[config.mk]
export PLATFORM = sky130hd
export DESIGN_NAME = rxring_writer
export DESIGN_NICKNAME = d
export VERILOG_FILES = /design/src/rtl/rxr_pkg.sv /design/src/rtl/rxr_regs.sv /design/src/rtl/rxr_packer.sv /design/src/rtl/rxr_walker.sv /design/src/rtl/rxring_writer.sv
export SDC_FILE = /design/constraint.sdc
export NUM_CORES = 1
export LEC_CHECK = 0
export ABC_AREA = 1
export BUFFER_PORTS_ARGS = -buffer_cell sky130_fd_sc_hd__clkbuf_2
export CORE_ASPECT_RATIO = 1.5
export CORE_UTILIZATION = 58
export DETAILED_ROUTE_END_ITERATION = 12
export GPL_ROUTABILITY_DRIVEN = 1
export PLACE_DENSITY = 0.81
export SETUP_SLACK_MARGIN = 0.4
export SYNTH_ARGS = -nofsm -noshare
export SYNTH_HDL_FRONTEND = slang
export SYNTH_SLANG_ARGS = --single-unit
[constraint.sdc]
create_clock -name clk -period 3.6 [get_ports clk]
set_input_delay 0.72 -clock clk [delete_from_list [all_inputs] [get_ports clk]]
set_output_delay 0.72 -clock clk [all_outputs]
set_load 0.03 [all_outputs]
[src/rtl/rxr_pkg.sv]
package rxr_pkg;
  // Descriptor layout (fixed by software convention)
  localparam int DW        = 32;
  localparam int LEN_W     = 14;
  localparam int OWN_BIT   = 0;
  localparam int WRAP_BIT  = 1;
  localparam int SOF_BIT   = 14;
  localparam int EOF_BIT   = 15;
  localparam int LANES     = DW / 8;
  localparam int LANE_W    = $clog2(LANES);
  localparam int DESC_STEP = 8;

  // Register port
  localparam logic [1:0] SEL_CTRL  = 2'd0;
  localparam logic [1:0] SEL_BASE  = 2'd1;
  localparam logic [1:0] SEL_BSIZE = 2'd2;
  localparam logic [1:0] SEL_CLR   = 2'd3;
  localparam int CTL_EN_BIT  = 2;
  localparam int BSIZE_LSB   = 16;

  typedef enum logic [2:0] {
    ST_IDLE, ST_FETCH, ST_WAIT, ST_FILL, ST_STAT, ST_OWN, ST_DROP
  } rxr_state_e;
endpackage

[src/rtl/rxr_regs.sv]
module rxr_regs
  import rxr_pkg::*;
#(
  parameter int UNIT_W    = 8,
  parameter int UNITS_RST = 8'h18
) (
  input  logic              clk,
  input  logic              rst_n,
  input  logic              cfg_we,
  input  logic [1:0]        cfg_sel,
  input  logic [DW-1:0]     cfg_wdata,
  input  logic              ovr_set,
  output logic              rx_en,
  output logic [DW-1:0]     ring_base,
  output logic              base_load,
  output logic [UNIT_W-1:0] buf_units,
  output logic              overrun
);
  logic              en_q, en_d;
  logic [DW-1:0]     base_q, base_d;
  logic              load_q, load_d;
  logic [UNIT_W-1:0] units_q, units_d;
  logic              ovr_q, ovr_d;
  logic              clr_hit;

  assign clr_hit = cfg_we && (cfg_sel == SEL_CLR) && cfg_wdata[0];

  always_comb begin
    en_d    = en_q;
    base_d  = base_q;
    units_d = units_q;
    load_d  = 1'b0;
    if (cfg_we) begin
      unique case (cfg_sel)
        SEL_CTRL:  en_d = cfg_wdata[CTL_EN_BIT];
        SEL_BASE:  begin
          base_d = {cfg_wdata[DW-1:3], 3'b000};
          load_d = 1'b1;
        end
        SEL_BSIZE: units_d = cfg_wdata[BSIZE_LSB +: UNIT_W];
        default:   ;
      endcase
    end
    if (ovr_set)      ovr_d = 1'b1;
    else if (clr_hit) ovr_d = 1'b0;
    else              ovr_d = ovr_q;
  end

  always_ff @(posedge clk or negedge rst_n) begin
    if (!rst_n) begin
      en_q    <= 1'b0;
      base_q  <= '0;
      load_q  <= 1'b0;
      units_q <= UNIT_W'(UNITS_RST);
      ovr_q   <= 1'b0;
    end else begin
      en_q    <= en_d;
      base_q  <= base_d;
      load_q  <= load_d;
      units_q <= units_d;
      ovr_q   <= ovr_d;
    end
  end

  assign rx_en     = en_q;
  assign ring_base = base_q;
  assign base_load = load_q;
  assign buf_units = units_q;
  assign overrun   = ovr_q;

  // flag holds until an explicit clear
  a_r8_sticky_overrun: assert property (@(posedge clk) disable iff (!rst_n)
    (ovr_q && !clr_hit) |=> ovr_q);
endmodule

[src/rtl/rxr_packer.sv]
module rxr_packer
  import rxr_pkg::*;
(
  input  logic              clk,
  input  logic              rst_n,
  input  logic              take,
  input  logic              flush,
  input  logic [LANE_W-1:0] lane,
  input  logic [7:0]        byte_in,
  output logic [DW-1:0]     word,
  output logic [LANES-1:0]  be
);
  logic [DW-1:0]    acc_q, acc_d;
  logic [LANES-1:0] bq, bd;

  always_comb begin
    word = acc_q;
    be   = bq;
    for (int k = 0; k < LANES; k++) begin
      if (lane == LANE_W'(k)) begin
        word[k*8 +: 8] = byte_in;
        be[k]          = 1'b1;
      end
    end
    acc_d = acc_q;
    bd    = bq;
    if (take) begin
      if (flush) begin
        acc_d = '0;
        bd    = '0;
      end else begin
        acc_d = word;
        bd    = be;
      end
    end
  end

  always_ff @(posedge clk or negedge rst_n) begin
    if (!rst_n) begin
      acc_q <= '0;
      bq    <= '0;
    end else if (take) begin
      acc_q <= acc_d;
      bq    <= bd;
    end
  end

  // enables always form a run starting at lane 0
  a_r2_be_contiguous: assert property (@(posedge clk) disable iff (!rst_n)
    (take && flush) |-> (((be + LANES'(1)) & be) == '0));
endmodule

[src/rtl/rxr_walker.sv]
module rxr_walker
  import rxr_pkg::*;
#(
  parameter int UNIT_W     = 8,
  parameter int UNIT_SHIFT = 6
) (
  input  logic              clk,
  input  logic              rst_n,
  input  logic              rx_en,
  input  logic [DW-1:0]     ring_base,
  input  logic              base_load,
  input  logic [UNIT_W-1:0] buf_units,
  input  logic              in_valid,
  input  logic              in_sof,
  input  logic              in_eof,
  output logic              in_ready,
  output logic              take,
  output logic              flush,
  output logic [LANE_W-1:0] lane,
  input  logic [DW-1:0]     pk_word,
  input  logic [LANES-1:0]  pk_be,
  output logic              mem_req,
  output logic              mem_we,
  output logic [DW-1:0]     mem_addr,
  output logic [DW-1:0]     mem_wdata,
  output logic [LANES-1:0]  mem_be,
  input  logic [DW-1:0]     mem_rdata,
  input  logic              mem_rvalid,
  output logic              ovr_set
);
  localparam int CNT_W = LEN_W + 1;

  rxr_state_e       st_q, st_d;
  logic [DW-1:0]    ptr_q, ptr_d;
  logic [DW-3:0]    bufa_q, bufa_d;
  logic             wrap_q, wrap_d;
  logic [LEN_W-1:0] boff_q, boff_d;
  logic [LEN_W-1:0] flen_q, flen_d;
  logic [LEN_W-1:0] slen_q, slen_d;
  logic             first_q, first_d;
  logic             last_q, last_d;

  logic [CNT_W-1:0] cap, boff_inc;
  logic             buf_end, start_hit;
  logic [DW-1:0]    stat_word;

  assign cap       = CNT_W'(buf_units) << UNIT_SHIFT;
  assign boff_inc  = {1'b0, boff_q} + CNT_W'(1);
  assign buf_end   = (boff_inc == cap);
  assign lane      = boff_q[LANE_W-1:0];
  assign start_hit = rx_en && in_valid && in_sof;

  always_comb begin
    stat_word                = '0;
    stat_word[LEN_W-1:0]     = slen_q;
    stat_word[SOF_BIT]       = first_q;
    stat_word[EOF_BIT]       = last_q;
  end

  always_comb begin
    st_d      = st_q;
    ptr_d     = ptr_q;
    bufa_d    = bufa_q;
    wrap_d    = wrap_q;
    boff_d    = boff_q;
    flen_d    = flen_q;
    slen_d    = slen_q;
    first_d   = first_q;
    last_d    = last_q;
    in_ready  = 1'b0;
    take      = 1'b0;
    flush     = 1'b0;
    mem_req   = 1'b0;
    mem_we    = 1'b0;
    mem_addr  = ptr_q;
    mem_wdata = '0;
    mem_be    = '0;
    ovr_set   = 1'b0;
    unique case (st_q)
      ST_IDLE: begin
        in_ready = !start_hit;
        if (start_hit) begin
          st_d    = ST_FETCH;
          flen_d  = '0;
          first_d = 1'b1;
        end
      end
      ST_FETCH: begin
        mem_req = 1'b1;
        st_d    = ST_WAIT;
      end
      ST_WAIT: begin
        if (mem_rvalid) begin
          if (mem_rdata[OWN_BIT]) begin
            ovr_set = 1'b1;
            st_d    = ST_DROP;
          end else begin
            bufa_d = mem_rdata[DW-1:2];
            wrap_d = mem_rdata[WRAP_BIT];
            boff_d = '0;
            st_d   = ST_FILL;
          end
        end
      end
      ST_FILL: begin
        in_ready = 1'b1;
        if (in_valid) begin
          take   = 1'b1;
          flush  = in_eof || buf_end || (lane == LANE_W'(LANES - 1));
          boff_d = boff_inc[LEN_W-1:0];
          flen_d = flen_q + LEN_W'(1);
          if (flush) begin
            mem_req   = 1'b1;
            mem_we    = 1'b1;
            mem_addr  = {bufa_q, 2'b00} + DW'({boff_q[LEN_W-1:2], 2'b00});
            mem_wdata = pk_word;
            mem_be    = pk_be;
          end
          if (in_eof || buf_end) begin
            last_d = in_eof;
            slen_d = in_eof ? flen_q + LEN_W'(1) : boff_inc[LEN_W-1:0];
            st_d   = ST_STAT;
          end
        end
      end
      ST_STAT: begin
        mem_req   = 1'b1;
        mem_we    = 1'b1;
        mem_addr  = ptr_q + DW'(4);
        mem_wdata = stat_word;
        mem_be    = '1;
        st_d      = ST_OWN;
      end
      ST_OWN: begin
        mem_req   = 1'b1;
        mem_we    = 1'b1;
        mem_wdata = {bufa_q, wrap_q, 1'b1};
        mem_be    = '1;
        ptr_d     = wrap_q ? ring_base : ptr_q + DW'(DESC_STEP);
        first_d   = 1'b0;
        st_d      = last_q ? ST_IDLE : ST_FETCH;
      end
      ST_DROP: begin
        in_ready = 1'b1;
        if (in_valid && in_eof) st_d = ST_IDLE;
      end
      default: st_d = ST_IDLE;
    endcase
    if (base_load) ptr_d = ring_base;
  end

  always_ff @(posedge clk or negedge rst_n) begin
    if (!rst_n) begin
      st_q    <= ST_IDLE;
      ptr_q   <= '0;
      bufa_q  <= '0;
      wrap_q  <= 1'b0;
      boff_q  <= '0;
      flen_q  <= '0;
      slen_q  <= '0;
      first_q <= 1'b0;
      last_q  <= 1'b0;
    end else begin
      st_q    <= st_d;
      ptr_q   <= ptr_d;
      bufa_q  <= bufa_d;
      wrap_q  <= wrap_d;
      boff_q  <= boff_d;
      flen_q  <= flen_d;
      slen_q  <= slen_d;
      first_q <= first_d;
      last_q  <= last_d;
    end
  end

  // ownership write is preceded by the status write of the same descriptor
  a_r3_status_before_owner: assert property (@(posedge clk) disable iff (!rst_n)
    (st_q == ST_OWN) |-> ($past(mem_we) && ($past(mem_addr) == mem_addr + DW'(4))));
  // no memory traffic while idle with receive off
  a_r9_quiet_when_off: assert property (@(posedge clk) disable iff (!rst_n)
    (st_q == ST_IDLE && !rx_en) |-> !mem_req);
  // a rejected frame drains without touching memory
  a_r7_drop_drains: assert property (@(posedge clk) disable iff (!rst_n)
    (st_q == ST_DROP) |-> (in_ready && !mem_req));
  // data writes stay inside the buffer capacity
  a_r6_fill_in_bounds: assert property (@(posedge clk) disable iff (!rst_n)
    (st_q == ST_FILL && mem_we) |-> ({1'b0, boff_q} < cap));
endmodule

[src/rtl/rxring_writer.sv]
module rxring_writer
  import rxr_pkg::*;
#(
  parameter int UNIT_W     = 8,
  parameter int UNIT_SHIFT = 6,
  parameter int UNITS_RST  = 8'h18
) (
  input  logic        clk,
  input  logic        rst_n,
  input  logic        cfg_we,
  input  logic [1:0]  cfg_sel,
  input  logic [31:0] cfg_wdata,
  input  logic        in_valid,
  output logic        in_ready,
  input  logic [7:0]  in_data,
  input  logic        in_sof,
  input  logic        in_eof,
  output logic        mem_req,
  output logic        mem_we,
  output logic [31:0] mem_addr,
  output logic [31:0] mem_wdata,
  output logic [3:0]  mem_be,
  input  logic [31:0] mem_rdata,
  input  logic        mem_rvalid,
  output logic        rx_overrun
);
  logic              rx_en, base_load, ovr_set;
  logic [DW-1:0]     ring_base;
  logic [UNIT_W-1:0] buf_units;
  logic              take, flush;
  logic [LANE_W-1:0] lane;
  logic [DW-1:0]     pk_word;
  logic [LANES-1:0]  pk_be;

  rxr_regs #(.UNIT_W(UNIT_W), .UNITS_RST(UNITS_RST)) u_regs (
    .clk(clk), .rst_n(rst_n), .cfg_we(cfg_we), .cfg_sel(cfg_sel),
    .cfg_wdata(cfg_wdata), .ovr_set(ovr_set), .rx_en(rx_en),
    .ring_base(ring_base), .base_load(base_load), .buf_units(buf_units),
    .overrun(rx_overrun)
  );

  rxr_packer u_pack (
    .clk(clk), .rst_n(rst_n), .take(take), .flush(flush), .lane(lane),
    .byte_in(in_data), .word(pk_word), .be(pk_be)
  );

  rxr_walker #(.UNIT_W(UNIT_W), .UNIT_SHIFT(UNIT_SHIFT)) u_walk (
    .clk(clk), .rst_n(rst_n), .rx_en(rx_en), .ring_base(ring_base),
    .base_load(base_load), .buf_units(buf_units), .in_valid(in_valid),
    .in_sof(in_sof), .in_eof(in_eof), .in_ready(in_ready), .take(take),
    .flush(flush), .lane(lane), .pk_word(pk_word), .pk_be(pk_be),
    .mem_req(mem_req), .mem_we(mem_we), .mem_addr(mem_addr),
    .mem_wdata(mem_wdata), .mem_be(mem_be), .mem_rdata(mem_rdata),
    .mem_rvalid(mem_rvalid), .ovr_set(ovr_set)
  );
endmodule

Yosys cells after proc, flatten, opt, wreduce, memory -nomap -nowiden
Cells that the tools add are included.
W data, S select, Z words.
{ "totals": {"register_bits": 186, "inputBits": 81} }
{ "op_classes": {"reduce_logical": 28, "bitwise_logic": 1, "muxes": 56, "addsub": 5, "n_eq_ne": 19} }
{ "ops": {"columns": ["cell", "count"], "rows": [
  ["$mux W32", 8],
  ["$pmux W32 S3", 1],
  ["$mux W14", 6],
  ["$pmux W32 S2", 1],
  ["$pmux W14 S2", 2],
  ["$add A32 B14 Y32", 1],
  ["$add A32 B3 Y32 const B", 1],
  ["$add A32 B4 Y32 const B", 1],
  ["$mux W8", 4],
  ["$pmux W3 S7", 1],
  ["$mux W1", 19],
  ["$mux W3", 6],
  ["$add A14 B1 Y15 const B", 1],
  ["$eq A15 B14 Y1", 1],
  ["$add A14 B1 Y14 const B", 1],
  ["$mux W4", 3],
  ["$reduce_bool A2 Y1", 5],
  ["$eq A3 B3 Y1 const B", 3],
  ["$reduce_and A3 Y1", 3],
  ["$eq A2 B2 Y1 const B", 4],
  ["$pmux W1 S2", 4],
  ["$pmux W4 S2", 1],
  ["$reduce_and A2 Y1", 4],
  ["$eq A3 B2 Y1 const B", 2],
  ["14 further kinds", 26]
]} }

Depth between registers and ports, before layout
{ "logic_depth": {"depth_word": 7, "depth_mapped": 17} }

Modules after synthesis
Synthesis repeated with hierarchy kept, for this count alone.
{ "unflattened": {"cells_unflattened": 1780, "hier_area_um2": 12519.5} }
{ "by_module_without_submodules": {"columns": ["module", "instances", "seq_area_each_um2", "cells_each", "area_each_um2"], "rows": [
  ["rxr_walker", 1, 2752.6, 1288, 8647.0],
  ["rxr_packer", 1, 900.9, 307, 2188.3],
  ["rxr_regs", 1, 1003.5, 185, 1684.1]
]} }

Least setup slack after synthesis
OpenSTA, ideal clock, no wires.
{ "synth_path": {"path_type": "register -> output", "startpoint": "reg u_walk.boff_q[4]", "endpoint": "out mem_addr[31]", "n_path_buf": 0, "path_stages_with_launch": 10, "t_required_ps": 2880, "path_slack_ps": 507, "t_arrival_ps": 2373, "cell_sequence": "dfrtp_1 -> ha_1 -> nand3_1 -> a21oi_1 -> nor2_1 -> o21ai_1 -> nand2_1 -> nor2_1 -> xor2_1 -> o21ai_0"} }
{ "synth_via": {"elab_chain_len": 7} }
{ "synth_lines": {"columns": ["element", "line_no", "rtl"], "rows": [
  ["start: declaration", "rxr_walker.sv:37", "logic [LEN_W-1:0] boff_q, boff_d;"],
  ["start signal: assignment", "rxr_walker.sv:168", "boff_q <= boff_d;"],
  ["$add A14 B1 Y15", "rxr_walker.sv:48", "assign boff_inc = {1'b0, boff_q} + CNT_W'(1);"],
  ["$eq A15 B14 Y1", "rxr_walker.sv:49", "assign buf_end = (boff_inc == cap);"],
  ["$logic_or A1 B1 Y1 (2 in series)", "rxr_walker.sv:109", "flush = in_eof || buf_end || (lane == LANE_W'(LANES - 1));"],
  ["$mux W32 (*)", "rxr_walker.sv:112", "if (flush) begin"],
  ["$mux W32 (*)", "rxr_walker.sv:107", "if (in_valid) begin"],
  ["$pmux W32 S2 (*)", "rxr_walker.sv:79", "unique case (st_q)"],
  ["end: declaration", "rxring_writer.sv:20", "output logic [31:0] mem_addr,"]
]} }
Mark *: on every way between the ends. The rest lies on a longest branch, timed or not.

Worst setup path in the final report
{ "layout_path": {"startpoint": "reg u_walk.boff_q[10]", "endpoint": "out mem_addr[24]"} }
Same word-level chain as after synthesis.

==> report_table.html <==
<table>
<tr><th>Metric</th><th>Value</th></tr>
<tr><th colspan="2">Status</th></tr>
<tr><td>Status</td><td>complete, but fails checks</td></tr>
<tr><td>Failing checks</td><td>negative setup slack</td></tr>
<tr><th colspan="2">CTS</th></tr>
<tr><td>Hold Buf Count CTS</td><td>0</td></tr>
<tr><td>Cts bufs inserted</td><td>17</td></tr>
<tr><td>TritonCTS sink count</td><td>183</td></tr>
<tr><td>Clk_lat worst skew</td><td>0.45 ns</td></tr>
<tr><td>Clock-pin slew on the worst setup and hold paths</td><td>0.08 ns</td></tr>
<tr><td>Deepest level of the CTS H-tree</td><td>4</td></tr>
<tr><td>CTS tree</td><td>done</td></tr>
<tr><td>Buffer type at the clock tree root</td><td>sky130_fd_sc_hd__clkbuf_16</td></tr>
<tr><td>Number of buffers on the longest clock path</td><td>2</td></tr>
<tr><th colspan="2">Placed design</th></tr>
<tr><td>Total of buffers placed on input and output ports</td><td>149</td></tr>
<tr><td>DPL Wire Length</td><td>24460 microns</td></tr>
<tr><td>Post-placement worst setup slack</td><td>0.3195 ns</td></tr>
<tr><td>Cell area after placement</td><td>11820 sq um</td></tr>
<tr><td>Placer congestion estimate</td><td>0.9421</td></tr>
<tr><td>Placed Instances</td><td>1793</td></tr>
<tr><th colspan="2">STA</th></tr>
<tr><td>Maximum achievable frequency</td><td>276.2 MHz</td></tr>
<tr><td>Pins over their slew limit</td><td>0</td></tr>
<tr><td>Final count of hold timing violations</td><td>0</td></tr>
<tr><td>Final setup skew</td><td>0.01288 ns</td></tr>
<tr><td>Unrepaired setup endpoints after global routing</td><td>true</td></tr>
<tr><td>Final worst slack</td><td>-0.02079 ns</td></tr>
<tr><td>Worst-Margin Slew</td><td>0.9183 ns</td></tr>
<tr><td>Slew HR</td><td>38.71%</td></tr>
<tr><td>Minimum period implied by the final worst setup slack</td><td>3.621 ns</td></tr>
<tr><td>Post-route worst hold slack</td><td>0.2542 ns</td></tr>
<tr><td>Final TNS setup</td><td>-0.02079 ns</td></tr>
<tr><td>Final worst-path cycle share</td><td>100.6%</td></tr>
<tr><td>Final setup violation count</td><td>1</td></tr>
<tr><th colspan="2">Synth</th></tr>
<tr><td>Post-synth top area share</td><td>41.88%</td></tr>
<tr><td>Number of standard cells after synthesis</td><td>1438</td></tr>
<tr><td>Most numerous cell in the Yosys netlist</td><td>sky130_fd_sc_hd__nand2_1</td></tr>
<tr><td>Number of storage elements in the synthesis netlist</td><td>183</td></tr>
<tr><td>Yosys top cell by area</td><td>sky130_fd_sc_hd__dfrtp_1</td></tr>
<tr><td>Number of enable-type register cells in the synthesized netlist</td><td>0</td></tr>
<tr><td>Most area-consuming cells after synthesis</td><td>sky130_fd_sc_hd__dfrtp_1, sky130_fd_sc_hd__nand2_1, sky130_fd_sc_hd__o21ai_0</td></tr>
<tr><td>Mapped Area</td><td>10820 sq um</td></tr>
<tr><td>Share of synthesized flip-flops with an asynchronous set or reset</td><td>100.0%</td></tr>
<tr><td>Main flop type after synthesis</td><td>sky130_fd_sc_hd__dfrtp_1</td></tr>
<tr><td>Leading cell types by count after synthesis</td><td>sky130_fd_sc_hd__nand2_1, sky130_fd_sc_hd__dfrtp_1, sky130_fd_sc_hd__inv_1</td></tr>
<tr><td>Count of cell types in the netlist</td><td>47</td></tr>
<tr><td>Post-synthesis sequential area ratio</td><td>42.36%</td></tr>
<tr><td>Ys Warns</td><td>0</td></tr>
<tr><td>Synthesized area per cell</td><td>7.521 sq um</td></tr>
<tr><th colspan="2">Routing</th></tr>
<tr><td>First-iteration detailed-routing DRC count</td><td>1195</td></tr>
<tr><td>First-pass iteration count of the detailed router</td><td>8</td></tr>
<tr><td>Number of design rule violations left after detail routing</td><td>0</td></tr>
<tr><td>Total number of vias</td><td>11410</td></tr>
<tr><td>Total wirelength of the detailed-routed design</td><td>37390 microns</td></tr>
<tr><td>Post-route ant nets</td><td>0</td></tr>
<tr><td>Vias/cell</td><td>6.114</td></tr>
<tr><td>Average wire length per cell after detail routing</td><td>20.03 microns</td></tr>
<tr><th colspan="2">GRT</th></tr>
<tr><td>Vias in the first global route</td><td>10720</td></tr>
<tr><td>Gr usage total</td><td>36.49%</td></tr>
<tr><td>Maximum number of pins on one net before global-route repair</td><td>66</td></tr>
<tr><td>Remaining global-route overflow</td><td>0</td></tr>
<tr><td>Number of antenna violations at the first check in global routing</td><td>0</td></tr>
<tr><td>First-pass GRT wire length</td><td>53900 microns</td></tr>
<tr><th colspan="2">Floorplan</th></tr>
<tr><td>Initial cell density of the core</td><td>59.78%</td></tr>
<tr><td>Chip Width</td><td>113.5 microns</td></tr>
<tr><td>I/O pin total</td><td>153</td></tr>
<tr><td>Die Footprint</td><td>19210 sq um</td></tr>
<tr><td>Cell row count</td><td>60</td></tr>
<tr><td>Placeable core region</td><td>18090 sq um</td></tr>
<tr><td>Die H</td><td>169.2 microns</td></tr>
<tr><th colspan="2">Critical path</th></tr>
<tr><td>Buffers &amp; Inverters on Critical Path</td><td>2</td></tr>
<tr><td>Slowest cell delay on critical path</td><td>0.45 ns</td></tr>
<tr><td>Peak fanout along the critical path</td><td>4</td></tr>
<tr><td>Data required time of the critical path</td><td>2.88 ns</td></tr>
<tr><td>Cell type of the slowest stage on the worst timing path</td><td>sky130_fd_sc_hd__dfrtp_2</td></tr>
<tr><td>Worst setup path startpoint</td><td>u_walk.boff_q[10]</td></tr>
<tr><td>Worst setup SP type</td><td>flop</td></tr>
<tr><td>R2R Path Start</td><td>u_walk.boff_q[1]</td></tr>
<tr><td>CP Class</td><td>flop to output port</td></tr>
<tr><td>Reg2reg setup slack</td><td>0.51 ns</td></tr>
<tr><td>Crit. End Element</td><td>output port</td></tr>
<tr><td>Cell chain of the critical path</td><td>ha_4 &gt; nand2_4 &gt; nor2_4 &gt; nor3b_4 &gt; nand2_4 &gt; nand3_4 &gt; nand2_4 &gt; nor2_4 &gt; inv_2 &gt; o21ai_2 &gt; nand2_1 &gt; nor2_1 &gt; nor2_1 &gt; buf_4</td></tr>
<tr><td>Cell seen most often among critical-path stages</td><td>sky130_fd_sc_hd__nand2_4</td></tr>
<tr><td>Worst path top cell family by delay</td><td>simple AND/OR/NAND/NOR gates</td></tr>
<tr><td>Critical path arrival</td><td>2.90 ns</td></tr>
<tr><th colspan="2">Power and ir drop</th></tr>
<tr><td>Cell Pwr Density</td><td>750.3 nW/um^2</td></tr>
<tr><td>Internal power of the cells</td><td>5.446 mW</td></tr>
<tr><td>Sum of internal, switching and leakage power</td><td>10.12 mW</td></tr>
<tr><td>Switching Share</td><td>46.19%</td></tr>
<tr><td>Switching power</td><td>4.675 mW</td></tr>
<tr><td>Leakage power of the design</td><td>6.470 nW</td></tr>
<tr><td>Worst IR Drop VDD</td><td>0.0004406 V</td></tr>
<tr><td>Relative contribution of sequential cells to total power</td><td>34.9%</td></tr>
<tr><td>Combinational share of power</td><td>46.3%</td></tr>
<tr><td>Share of power burned in the clock network</td><td>18.8%</td></tr>
<tr><th colspan="2">Layout</th></tr>
<tr><td>Filler cell count</td><td>1310</td></tr>
<tr><td>Ant diodes</td><td>0</td></tr>
<tr><td>Utilization after layout</td><td>74.56%</td></tr>
<tr><td>Non-filler cells, final</td><td>1867</td></tr>
<tr><td>Non-Filler Cell Area, Final</td><td>13490 sq um</td></tr>
<tr><td>Layout overhead on the synthesized area</td><td>24.73%</td></tr>
<tr><td>Final net count</td><td>1706</td></tr>
<tr><td>Fraction of final layout cells sized beyond drive strength 1</td><td>24.95%</td></tr>
<tr><th colspan="2">Min path</th></tr>
<tr><td>Worst min-delay path category</td><td>primary input to asynchronous set/reset pin</td></tr>
<tr><th colspan="2">Flow run</th></tr>
<tr><td>Number of maximum-capacitance constraint violations</td><td>0</td></tr>
</table>
metal layers:
layer | part of all wire (%) | vias to the layer above | track usage [%]
met4 | 8.4 | 0 | 23.17
met5 | 0 | - | 0
li1 | - | 5074 | -
met1 | 35 | 5353 | 42.09
met2 | 48 | 754 | 62.94
met3 | 8.5 | 233 | 5.607
power by group through the flow:
stage | registers, mW | clock network, mW | logic, mW
final | 3.53 | 1.90 | 4.69
after global routing | 3.58 | 1.98 | 5.02
after CTS | 3.44 | 1.90 | 4.17
after detailed placement | 3.45 | 0 | 3.84
after global placement | 3.42 | 0 | 3.74
after floorplan | 3.23 | 0 | 2.84
flip-flops by register name (all words and copies together) (netlist names):
signal            count
u_pack.acc_q         32
u_walk.bufa_q        30
u_regs.ring_base     29
u_walk.ptr_q         29
u_walk.boff_q        14
u_walk.flen_q        14
u_walk.slen_q        14
u_regs.buf_units      8
u_pack.bq             4
u_walk.st_q           3
u_regs.base_load      1
u_regs.overrun        1
u_regs.rx_en          1
u_walk.first_q        1
u_walk.last_q         1
u_walk.wrap_q         1
final timing paths:
kind                       cells past startpoint                    to
max                                           14          mem_addr[24]
min                                            1   u_regs.ring_base[5]
max reg2reg                                   14      u_walk.slen_q[9]
min reg2reg                                    2  u_regs.ring_base[29]
max in group asynchronous                      2     u_walk.boff_q[12]
min in group clk                               2  u_regs.ring_base[29]
cells in the final DEF, fill, tap and decap left out, drive strengths merged, types with 2 or more instances in the layout:
cell,netlist,layout
nand3b,3,3
o22ai,42,42
conb,1,2
clkinvlp,0,6
ha,18,18
nand2,367,367
a21oi,77,77
dfstp,2,2
o211ai,16,16
o31ai,10,10
o32ai,2,2
buf,18,78
dfrtp,181,181
clkinv,0,5
a22o,2,2
a31oi,2,2
nor4,4,4
o21ai,150,150
xor2,37,37
a21o,3,3
or2,4,4
clkbuf,47,150
mux2,28,28
xnor2,5,5
nor3,21,21
mux2i,3,3
o21a,2,2
nand3,74,74
nor2,129,129
o221ai,5,5
nand4,18,18
inv,161,167
cells by family after synthesis:
group | after synthesis | share of synthesized area (%)
mux | 31 | 3.193
other cells | 1 | 0.03467
xor+xnor | 43 | 3.679
fa+ha+maj | 19 | 2.268
compound gates | 314 | 16.57
buf+inv | 226 | 8.179
simple gates | 621 | 23.72
flops | 183 | 42.36
cell type report:
cell class | instances | area, sq um | area share [%]
Clock buffer | 17 | 425.4 | 3.153
Clock inverter | 15 | 176.4 | 1.308
Inverter | 161 | 614.3 | 4.554
Multi-Input combinational cell | 1030 | 5938 | 44.02
Sequential cell | 183 | 4597 | 34.08
Tap cell | 248 | 310.3 | 2.300
Timing Repair Buffer | 211 | 1414 | 10.48
Timing Repair inverter | 2 | 15.01 | 0.1113
what timing repair did:
item                       4_1_cts  5_1_grt
pin swaps                       20       43
gates cloned                     0        3
gates resized for setup        108      103
setup buffers                   13       26
setup endpoints to repair       41       55
(Power assumes the default switching activity.)
